### src/rtl/tcd_pkg.sv
package tcd_pkg;

    localparam int XLEN = 32;

    typedef enum logic [1:0] {
        OP_TCALL = 2'b00,
        OP_TRET  = 2'b01,
        OP_DTRAP = 2'b10,
        OP_DRET  = 2'b11
    } op_e;

    typedef struct packed {
        logic [XLEN-1:0] pc;
        logic [XLEN-1:0] psw;
    } ctx_t;

    function automatic logic [XLEN-1:0] clr_lsb(input logic [XLEN-1:0] v);
        return {v[XLEN-1:1], 1'b0};
    endfunction

    function automatic logic [XLEN-1:0] ret_addr(input logic [XLEN-1:0] pc);
        return clr_lsb(pc + XLEN'(2));
    endfunction

endpackage

### src/rtl/tcd_sequencer.sv
module tcd_sequencer
    import tcd_pkg::*;
#(
    parameter int CALL_CYCLES = 5,
    parameter int RET_CYCLES  = 4,
    parameter int FETCH_STEP  = 2
) (
    input  logic clk,
    input  logic rst,
    input  logic op_valid,
    input  op_e  op_kind,
    input  logic mem_ready,
    output logic accept,
    output op_e  op_q,
    output logic fetch_en,
    output logic add_en,
    output logic finish
);
    localparam int SW = $clog2(CALL_CYCLES + 1);
    localparam logic [SW-1:0] CALL_LAST = SW'(CALL_CYCLES - 1);
    localparam logic [SW-1:0] RET_LAST  = SW'(RET_CYCLES - 1);
    localparam logic [SW-1:0] FETCH_AT  = SW'(FETCH_STEP);
    localparam logic [SW-1:0] ADD_AT    = SW'(FETCH_STEP + 1);

    logic          busy_q;
    logic [SW-1:0] step_q;
    logic [SW-1:0] last_step;
    logic          stall;

    always_comb begin
        last_step = (op_q == OP_TCALL) ? CALL_LAST : RET_LAST;
        accept    = op_valid && !busy_q;
        fetch_en  = busy_q && (op_q == OP_TCALL) && (step_q == FETCH_AT);
        add_en    = busy_q && (op_q == OP_TCALL) && (step_q == ADD_AT);
        stall     = fetch_en && !mem_ready;
        finish    = busy_q && (step_q == last_step) && !stall;
    end

    always_ff @(posedge clk) begin
        if (rst) begin
            busy_q <= 1'b0;
            step_q <= '0;
            op_q   <= OP_TCALL;
        end else if (accept) begin
            busy_q <= 1'b1;
            step_q <= SW'(1);
            op_q   <= op_kind;
        end else if (busy_q) begin
            if (finish) begin
                busy_q <= 1'b0;
                step_q <= '0;
            end else if (!stall) begin
                step_q <= step_q + SW'(1);
            end
        end
    end

    // a request not yet answered stays open in the next cycle
    a_r5_fetch_holds: assert property (@(posedge clk) disable iff (rst)
        fetch_en && !mem_ready |=> fetch_en);

    // the class of a running sequence never changes before it finishes
    a_r9_op_frozen: assert property (@(posedge clk) disable iff (rst)
        busy_q && !finish |=> $stable(op_q));

    generate
        if (RET_CYCLES == 4) begin : g_len_chk
            // non-call sequences end three edges after acceptance
            a_r6_short_len: assert property (@(posedge clk) disable iff (rst)
                finish && (op_q != OP_TCALL) |-> $past(accept, 3));
        end
    endgenerate

endmodule

### src/rtl/tcd_save_bank.sv
module tcd_save_bank
    import tcd_pkg::*;
#(
    parameter logic [31:0] BASE_RST = 32'h0
) (
    input  logic            clk,
    input  logic            rst,
    input  logic            accept,
    input  op_e             op_kind,
    input  logic [XLEN-1:0] cur_pc,
    input  logic [XLEN-1:0] cur_psw,
    input  logic            base_load,
    input  logic [XLEN-1:0] base_value,
    output ctx_t            ct_ctx,
    output ctx_t            db_ctx,
    output logic [XLEN-1:0] base_q
);
    localparam int NSLOT = 2;

    ctx_t slot_q [NSLOT];

    generate
        for (genvar g = 0; g < NSLOT; g++) begin : g_slot
            localparam op_e SAVE_OP = (g == 0) ? OP_TCALL : OP_DTRAP;
            always_ff @(posedge clk) begin
                if (rst) begin
                    slot_q[g] <= '0;
                end else if (accept && (op_kind == SAVE_OP)) begin
                    slot_q[g].pc  <= ret_addr(cur_pc);
                    slot_q[g].psw <= cur_psw;
                end
            end
        end
    endgenerate

    always_ff @(posedge clk) begin
        if (rst) begin
            base_q <= BASE_RST;
        end else if (base_load) begin
            base_q <= base_value;
        end
    end

    assign ct_ctx = slot_q[0];
    assign db_ctx = slot_q[1];

    // call save pair only moves when a call is accepted
    a_r2_call_pair_hold: assert property (@(posedge clk) disable iff (rst)
        !(accept && op_kind == OP_TCALL) |=> $stable(ct_ctx));

    // debug save pair only moves when a trap is accepted
    a_r9_dbg_pair_hold: assert property (@(posedge clk) disable iff (rst)
        !(accept && op_kind == OP_DTRAP) |=> $stable(db_ctx));

endmodule

### src/rtl/tcd_pc_unit.sv
module tcd_pc_unit
    import tcd_pkg::*;
#(
    parameter int          IDX_W    = 6,
    parameter int          HW_W     = 16,
    parameter logic [31:0] TRAP_VEC = 32'h0000_0060,
    parameter int          NP_BIT   = 7,
    parameter int          EP_BIT   = 6,
    parameter int          ID_BIT   = 5
) (
    input  logic             clk,
    input  logic             rst,
    input  logic             accept,
    input  logic [IDX_W-1:0] op_index,
    input  op_e              op_q,
    input  logic             fetch_en,
    input  logic             add_en,
    input  logic             finish,
    input  logic             mem_ready,
    input  logic [HW_W-1:0]  mem_rdata,
    input  logic [XLEN-1:0]  base_q,
    input  ctx_t             ct_ctx,
    input  ctx_t             db_ctx,
    output logic [XLEN-1:0]  mem_addr,
    output ctx_t             out_ctx,
    output logic             done
);
    localparam logic [XLEN-1:0] TRAP_MASK =
        (XLEN'(1) << NP_BIT) | (XLEN'(1) << EP_BIT) | (XLEN'(1) << ID_BIT);

    logic [IDX_W-1:0] idx_q;
    logic [HW_W-1:0]  data_q;
    logic [XLEN-1:0]  tgt_q;
    ctx_t             next_ctx;

    assign mem_addr = base_q + {{(XLEN-IDX_W-1){1'b0}}, idx_q, 1'b0};

    always_comb begin
        unique case (op_q)
            OP_TCALL: next_ctx = '{pc: tgt_q,       psw: ct_ctx.psw};
            OP_TRET:  next_ctx = '{pc: ct_ctx.pc,   psw: ct_ctx.psw};
            OP_DTRAP: next_ctx = '{pc: TRAP_VEC,    psw: db_ctx.psw | TRAP_MASK};
            default:  next_ctx = '{pc: db_ctx.pc,   psw: db_ctx.psw};
        endcase
    end

    always_ff @(posedge clk) begin
        if (rst) begin
            idx_q   <= '0;
            data_q  <= '0;
            tgt_q   <= '0;
            out_ctx <= '0;
            done    <= 1'b0;
        end else begin
            if (accept) idx_q <= op_index;
            if (fetch_en && mem_ready) data_q <= mem_rdata;
            if (add_en) tgt_q <= clr_lsb(base_q + {{(XLEN-HW_W){1'b0}}, data_q});
            if (finish) begin
                out_ctx.pc  <= clr_lsb(next_ctx.pc);
                out_ctx.psw <= next_ctx.psw;
            end
            done <= finish;
        end
    end

    // done is a single-cycle pulse
    a_r10_done_single: assert property (@(posedge clk) disable iff (rst)
        done |=> !done);

    // result holds between pulses
    a_r10_out_hold: assert property (@(posedge clk) disable iff (rst)
        !done |-> $stable(out_ctx));

    // even program counter on every result
    a_r10_pc_even: assert property (@(posedge clk) disable iff (rst)
        done |-> !out_ctx.pc[0]);

    // a finished trap points at the vector with the three bits set
    a_r7_trap_vec: assert property (@(posedge clk) disable iff (rst)
        done && op_q == OP_DTRAP |-> out_ctx.pc == clr_lsb(TRAP_VEC)
                                     && (out_ctx.psw & TRAP_MASK) == TRAP_MASK);

endmodule

### src/rtl/tcall_dtrap_unit.sv
module tcall_dtrap_unit
    import tcd_pkg::*;
#(
    parameter int          IDX_W       = 6,
    parameter int          HW_W        = 16,
    parameter int          CALL_CYCLES = 5,
    parameter int          RET_CYCLES  = 4,
    parameter logic [31:0] BASE_RST    = 32'h0,
    parameter logic [31:0] TRAP_VEC    = 32'h0000_0060
) (
    input  logic             clk,
    input  logic             rst,
    input  logic             op_valid,
    input  logic [1:0]       op_kind,
    input  logic [IDX_W-1:0] op_index,
    input  logic [31:0]      cur_pc,
    input  logic [31:0]      cur_psw,
    input  logic             base_load,
    input  logic [31:0]      base_value,
    output logic             mem_req,
    output logic [31:0]      mem_addr,
    input  logic [HW_W-1:0]  mem_rdata,
    input  logic             mem_ready,
    output logic [31:0]      new_pc,
    output logic [31:0]      new_psw,
    output logic             done
);
    op_e             kind;
    op_e             op_q;
    logic            accept;
    logic            fetch_en;
    logic            add_en;
    logic            finish;
    ctx_t            ct_ctx;
    ctx_t            db_ctx;
    ctx_t            out_ctx;
    logic [XLEN-1:0] base_q;

    assign kind = op_e'(op_kind);

    tcd_sequencer #(
        .CALL_CYCLES(CALL_CYCLES),
        .RET_CYCLES (RET_CYCLES),
        .FETCH_STEP (2)
    ) u_seq (
        .clk      (clk),
        .rst      (rst),
        .op_valid (op_valid),
        .op_kind  (kind),
        .mem_ready(mem_ready),
        .accept   (accept),
        .op_q     (op_q),
        .fetch_en (fetch_en),
        .add_en   (add_en),
        .finish   (finish)
    );

    tcd_save_bank #(
        .BASE_RST(BASE_RST)
    ) u_bank (
        .clk       (clk),
        .rst       (rst),
        .accept    (accept),
        .op_kind   (kind),
        .cur_pc    (cur_pc),
        .cur_psw   (cur_psw),
        .base_load (base_load),
        .base_value(base_value),
        .ct_ctx    (ct_ctx),
        .db_ctx    (db_ctx),
        .base_q    (base_q)
    );

    tcd_pc_unit #(
        .IDX_W   (IDX_W),
        .HW_W    (HW_W),
        .TRAP_VEC(TRAP_VEC)
    ) u_pcu (
        .clk      (clk),
        .rst      (rst),
        .accept   (accept),
        .op_index (op_index),
        .op_q     (op_q),
        .fetch_en (fetch_en),
        .add_en   (add_en),
        .finish   (finish),
        .mem_ready(mem_ready),
        .mem_rdata(mem_rdata),
        .base_q   (base_q),
        .ct_ctx   (ct_ctx),
        .db_ctx   (db_ctx),
        .mem_addr (mem_addr),
        .out_ctx  (out_ctx),
        .done     (done)
    );

    assign mem_req = fetch_en;
    assign new_pc  = out_ctx.pc;
    assign new_psw = out_ctx.psw;

    // a read request belongs only to a running table call
    a_r3_req_call_only: assert property (@(posedge clk) disable iff (rst)
        mem_req |-> op_q == OP_TCALL && !done);

    // the address does not move while a request waits, unless the base is rewritten
    a_r3_addr_stable: assert property (@(posedge clk) disable iff (rst)
        mem_req && !mem_ready && !base_load |=> $stable(mem_addr));

endmodule

### config.mk
export PLATFORM = sky130hd
export DESIGN_NAME = tcall_dtrap_unit
export DESIGN_NICKNAME = d
export VERILOG_FILES = /design/src/rtl/tcd_pkg.sv /design/src/rtl/tcd_sequencer.sv /design/src/rtl/tcd_save_bank.sv /design/src/rtl/tcd_pc_unit.sv /design/src/rtl/tcall_dtrap_unit.sv
export SDC_FILE = /design/constraint.sdc
export NUM_CORES = 1
export LEC_CHECK = 0
export ABC_AREA = 1
export BUFFER_PORTS_ARGS = -buffer_cell sky130_fd_sc_hd__buf_2
export CAP_MARGIN = 20
export CORE_MARGIN = 2
export CORE_UTILIZATION = 45
export DETAILED_ROUTE_END_ITERATION = 16
export GPL_ROUTABILITY_DRIVEN = 0
export PLACE_DENSITY = 0.68
export SLEW_MARGIN = 30
export SYNTH_ARGS = -nofsm -noshare
export SYNTH_HDL_FRONTEND = slang
export SYNTH_HIERARCHICAL = 1
export SYNTH_SLANG_ARGS = --single-unit
### constraint.sdc
create_clock -name clk -period 3 [get_ports clk]
set_input_delay 0.75 -clock clk [delete_from_list [all_inputs] [get_ports clk]]
set_output_delay 0.75 -clock clk [all_outputs]
set_load 0.005 [all_outputs]
==> impl_metrics.py <==
metrics = {
    "die": {
        "initial_core_util": 0.458,
        "rows": 64,
        "fp.dieArea_um2": 32600,
        "coreArea_um2": 30700,
        "die_y_um": 181,
        "chipWidth_um": 181,
        "pin_count": 223,
    },
    "setup_path": {
        "crit_chain": "ha_4 -> inv_2 -> fa_2 -> nand3b_1 -> nand2_2 -> nand3_2 -> o21ai_4 -> nand2_2 -> nor2_2 -> nand2_1 -> xor2_1 -> buf_2",
        "r2r-start": "u_bank/base_q[1]$_SDFFE_PP0P_",
        "r2r_slack_ns": 0.88,
        "start_kind": "register",
        "crit_path_top_delay_cell": "dfxtp_2",
        "critPathRequiredTime_ns": 2.25,
        "crit_start": "u_pcu/idx_q[0]$_SDFFE_PP0P_",
        "path_buf_inv": 2,
        "critPathTopFamily": "simple AND/OR/NAND/NOR gates",
        "setup.worst_path.end_class": "primary output",
        "cpPeakStageDelay_ns": 0.35,
        "crit_top_cell": "nand2_2",
        "cp_data_arrival_time_ns": 2.53,
        "worstPathMaxFanout": 5,
        "path_class": "register to primary output",
    },
    "clock_tree": {
        "cts_hold_buf": 0,
        "cts_max_level": 1,
        "tritoncts": "done",
        "path_clk_slew_ns": 0.06,
        "clk_latency_ns": 0.57,
        "cts.sinks": 281,
        "numCtsBuffers": 30,
        "clockBufferDepth": 3,
        "cts-root-buf": "clkbuf_16",
    },
    "global_routing": {
        "grt_overflow": 0,
        "antenna_found_initial": 1,
        "grt_pass1_vias": 12246,
        "grt_max_degree": 98,
        "track_usage": 0.238,
        "grt_pass1_wl_um": 63100,
    },
    "routing": {
        "wl_met3_um": 2200,
        "drt_drc_violations_left": 0,
        "drt-initial-drc-count": 960,
        "wl_per_cell_um": 16.4,
        "dr.pass1.iters": 5,
        "wl_met1_um": 17300,
        "top_layer": "met5",
        "route.vias.total": 12810,
        "route.met2.wl_um": 19000,
        "ant_nets": 0,
        "drt-total-wl_um": 39900,
        "viasPerCell": 5.27,
    },
    "cells_and_area": {
        "syn_to_final_growth_pct": 20.6,
        "n_antenna_cell": 0,
        "nets": 2164,
        "fillers": 2835,
        "final_util": 0.552,
        "layout-drive-gt1-share": 0.204,
        "instances_no_fill": 2432,
    },
    "synthesis": {
        "netlist_area_um2": 14000,
        "synth_cells": 1792,
        "post_synth.cell_area_avg_um2": 7.83,
        "syn_nets": 1944,
        "yosysWarnings": 6,
    },
    "status": {
        "status": "finished with violations",
        "violations": "setup timing",
    },
    "power": {
        "peakVddDrop_v": 0.000466,
        "power.density_nw_per_um2": 525,
        "p_leak_nw": 7.84,
    },
    "place": {
        "portBuffers": 220,
        "placed_cells": 2360,
        "hpwlAfterDp_um": 27600,
    },
    "sta": {
        "setup_ws_ns": -0.280,
        "fin_tns_setup_ns": -2.37,
        "rsz0062_at_grt": "yes",
        "period_share": 1.09,
        "max_freq_ghz": 0.305,
        "final_hold_viol_count": 0,
        "max_slew_margin": 0.364,
        "worst_clock_skew_ns": 0.0299,
        "tightestPinTransition_ns": 0.953,
        "fin_hold_ws_ns": 0.425,
        "setup_viol": 12,
        "period_minus_slack_ns": 3.28,
        "final_max_slew_viol_count": 0,
    },
    "job": {
        "cap_violations": 0,
    },
    "min_path": {
        "hp-class": "input pin to register",
        "hp-start": "base_value[22]",
    },
}
==> final timing paths <==
check                              endpoint  cells past startpoint
min          u_bank/base_q[22]$_SDFFE_PP0P_                      3
min reg2reg     u_pcu/tgt_q[1]$_SDFFE_PP0P_                      2
max reg2reg    u_pcu/tgt_q[28]$_SDFFE_PP0P_                     12
max                            mem_addr[23]                     12
==> metrics by stage <==
step / power, mW / area, µm² / worst slack [ns]
global placement: 5.12 / 15600 / 0.138
CTS: 8.93 / 16800 / -0.224
detailed placement: 5.14 / 15600 / 0.101
floorplan: 4.78 / 14000 / -0.0995
global route: 9.22 / 16900 / -0.356
finish: 8.88 / 16900 / -0.280
==> what timing repair did <==
| action | in CTS | in global routing |
|---|---|---|
| pin swaps | 9 | 14 |
| setup endpoints to repair | 22 | 21 |
| cloned | 0 | 0 |
| buffers inserted | 13 | 4 |
| resized for setup | 36 | 20 |
==> flip-flops by register name (all words and copies together) (netlist names) <==
register / count
u_pcu/idx_q: 6
u_pcu/done: 1
u_seq/busy_q: 1
u_bank/slot_q: 126
u_bank/base_q: 32
u_pcu/data_q: 16
u_pcu/tgt_q: 31
u_pcu/out_ctx: 63
u_seq/step_q: 3
u_seq/op_q: 2
==> routing by layer <==
layer / global-route usage / up-vias
met5: 0 / -
met4: 0.0835 / 2
met3: 0.0275 / 88
met2: 0.400 / 417
met1: 0.318 / 6064
li1: - / 6239
==> cell usage in the layout, fill, tap and decap left out, drive strengths merged <==
| cell | n |
|---|---|
| and3 | 1 |
| a31oi | 3 |
| o21ai | 141 |
| a21o | 1 |
| and2 | 2 |
| nand3b | 5 |
| clkbuf | 45 |
| edfxtp | 126 |
| xor2 | 42 |
| buf | 261 |
| nor4 | 4 |
| clkinvlp | 2 |
| conb | 1 |
| fa | 2 |
| ha | 25 |
| clkinv | 6 |
| a221oi | 2 |
| a41oi | 29 |
| nor2 | 367 |
| o31ai | 1 |
| nand3 | 67 |
| a21oi | 102 |
| nor3 | 9 |
| nand2 | 405 |
| o211ai | 2 |
| o22ai | 3 |
| bufinv | 3 |
| dfxtp | 155 |
| nand4 | 10 |
| inv | 196 |
| xnor2 | 14 |
| o21bai | 2 |
| a21boi | 2 |
==> worst min-delay path: cells and delay by family <==
family | cells | cell delay (ns)
buffers and inverters | 1 | 0.07
and+or+nand+nor | 2 | 0.11
==> layout make-up <==
class	instances	area [µm²]	area share
clock inverter	11	163	0.00961
sequential	281	6910	0.408
clock buffer	45	857	0.0506
timing repair buffer	261	1460	0.0862
tap	396	495	0.0293
inverter	196	736	0.0435
multi-input combinational	1242	6310	0.373
==> power breakdown <==
part / total (mW) / internal, mW / switching [mW]
Clock: 3.77 / 2.24 / 1.53
Combinational: 0.837 / 0.303 / 0.534
Sequential: 4.27 / 4.17 / 0.104
Power figures use the tool's default switching activity.
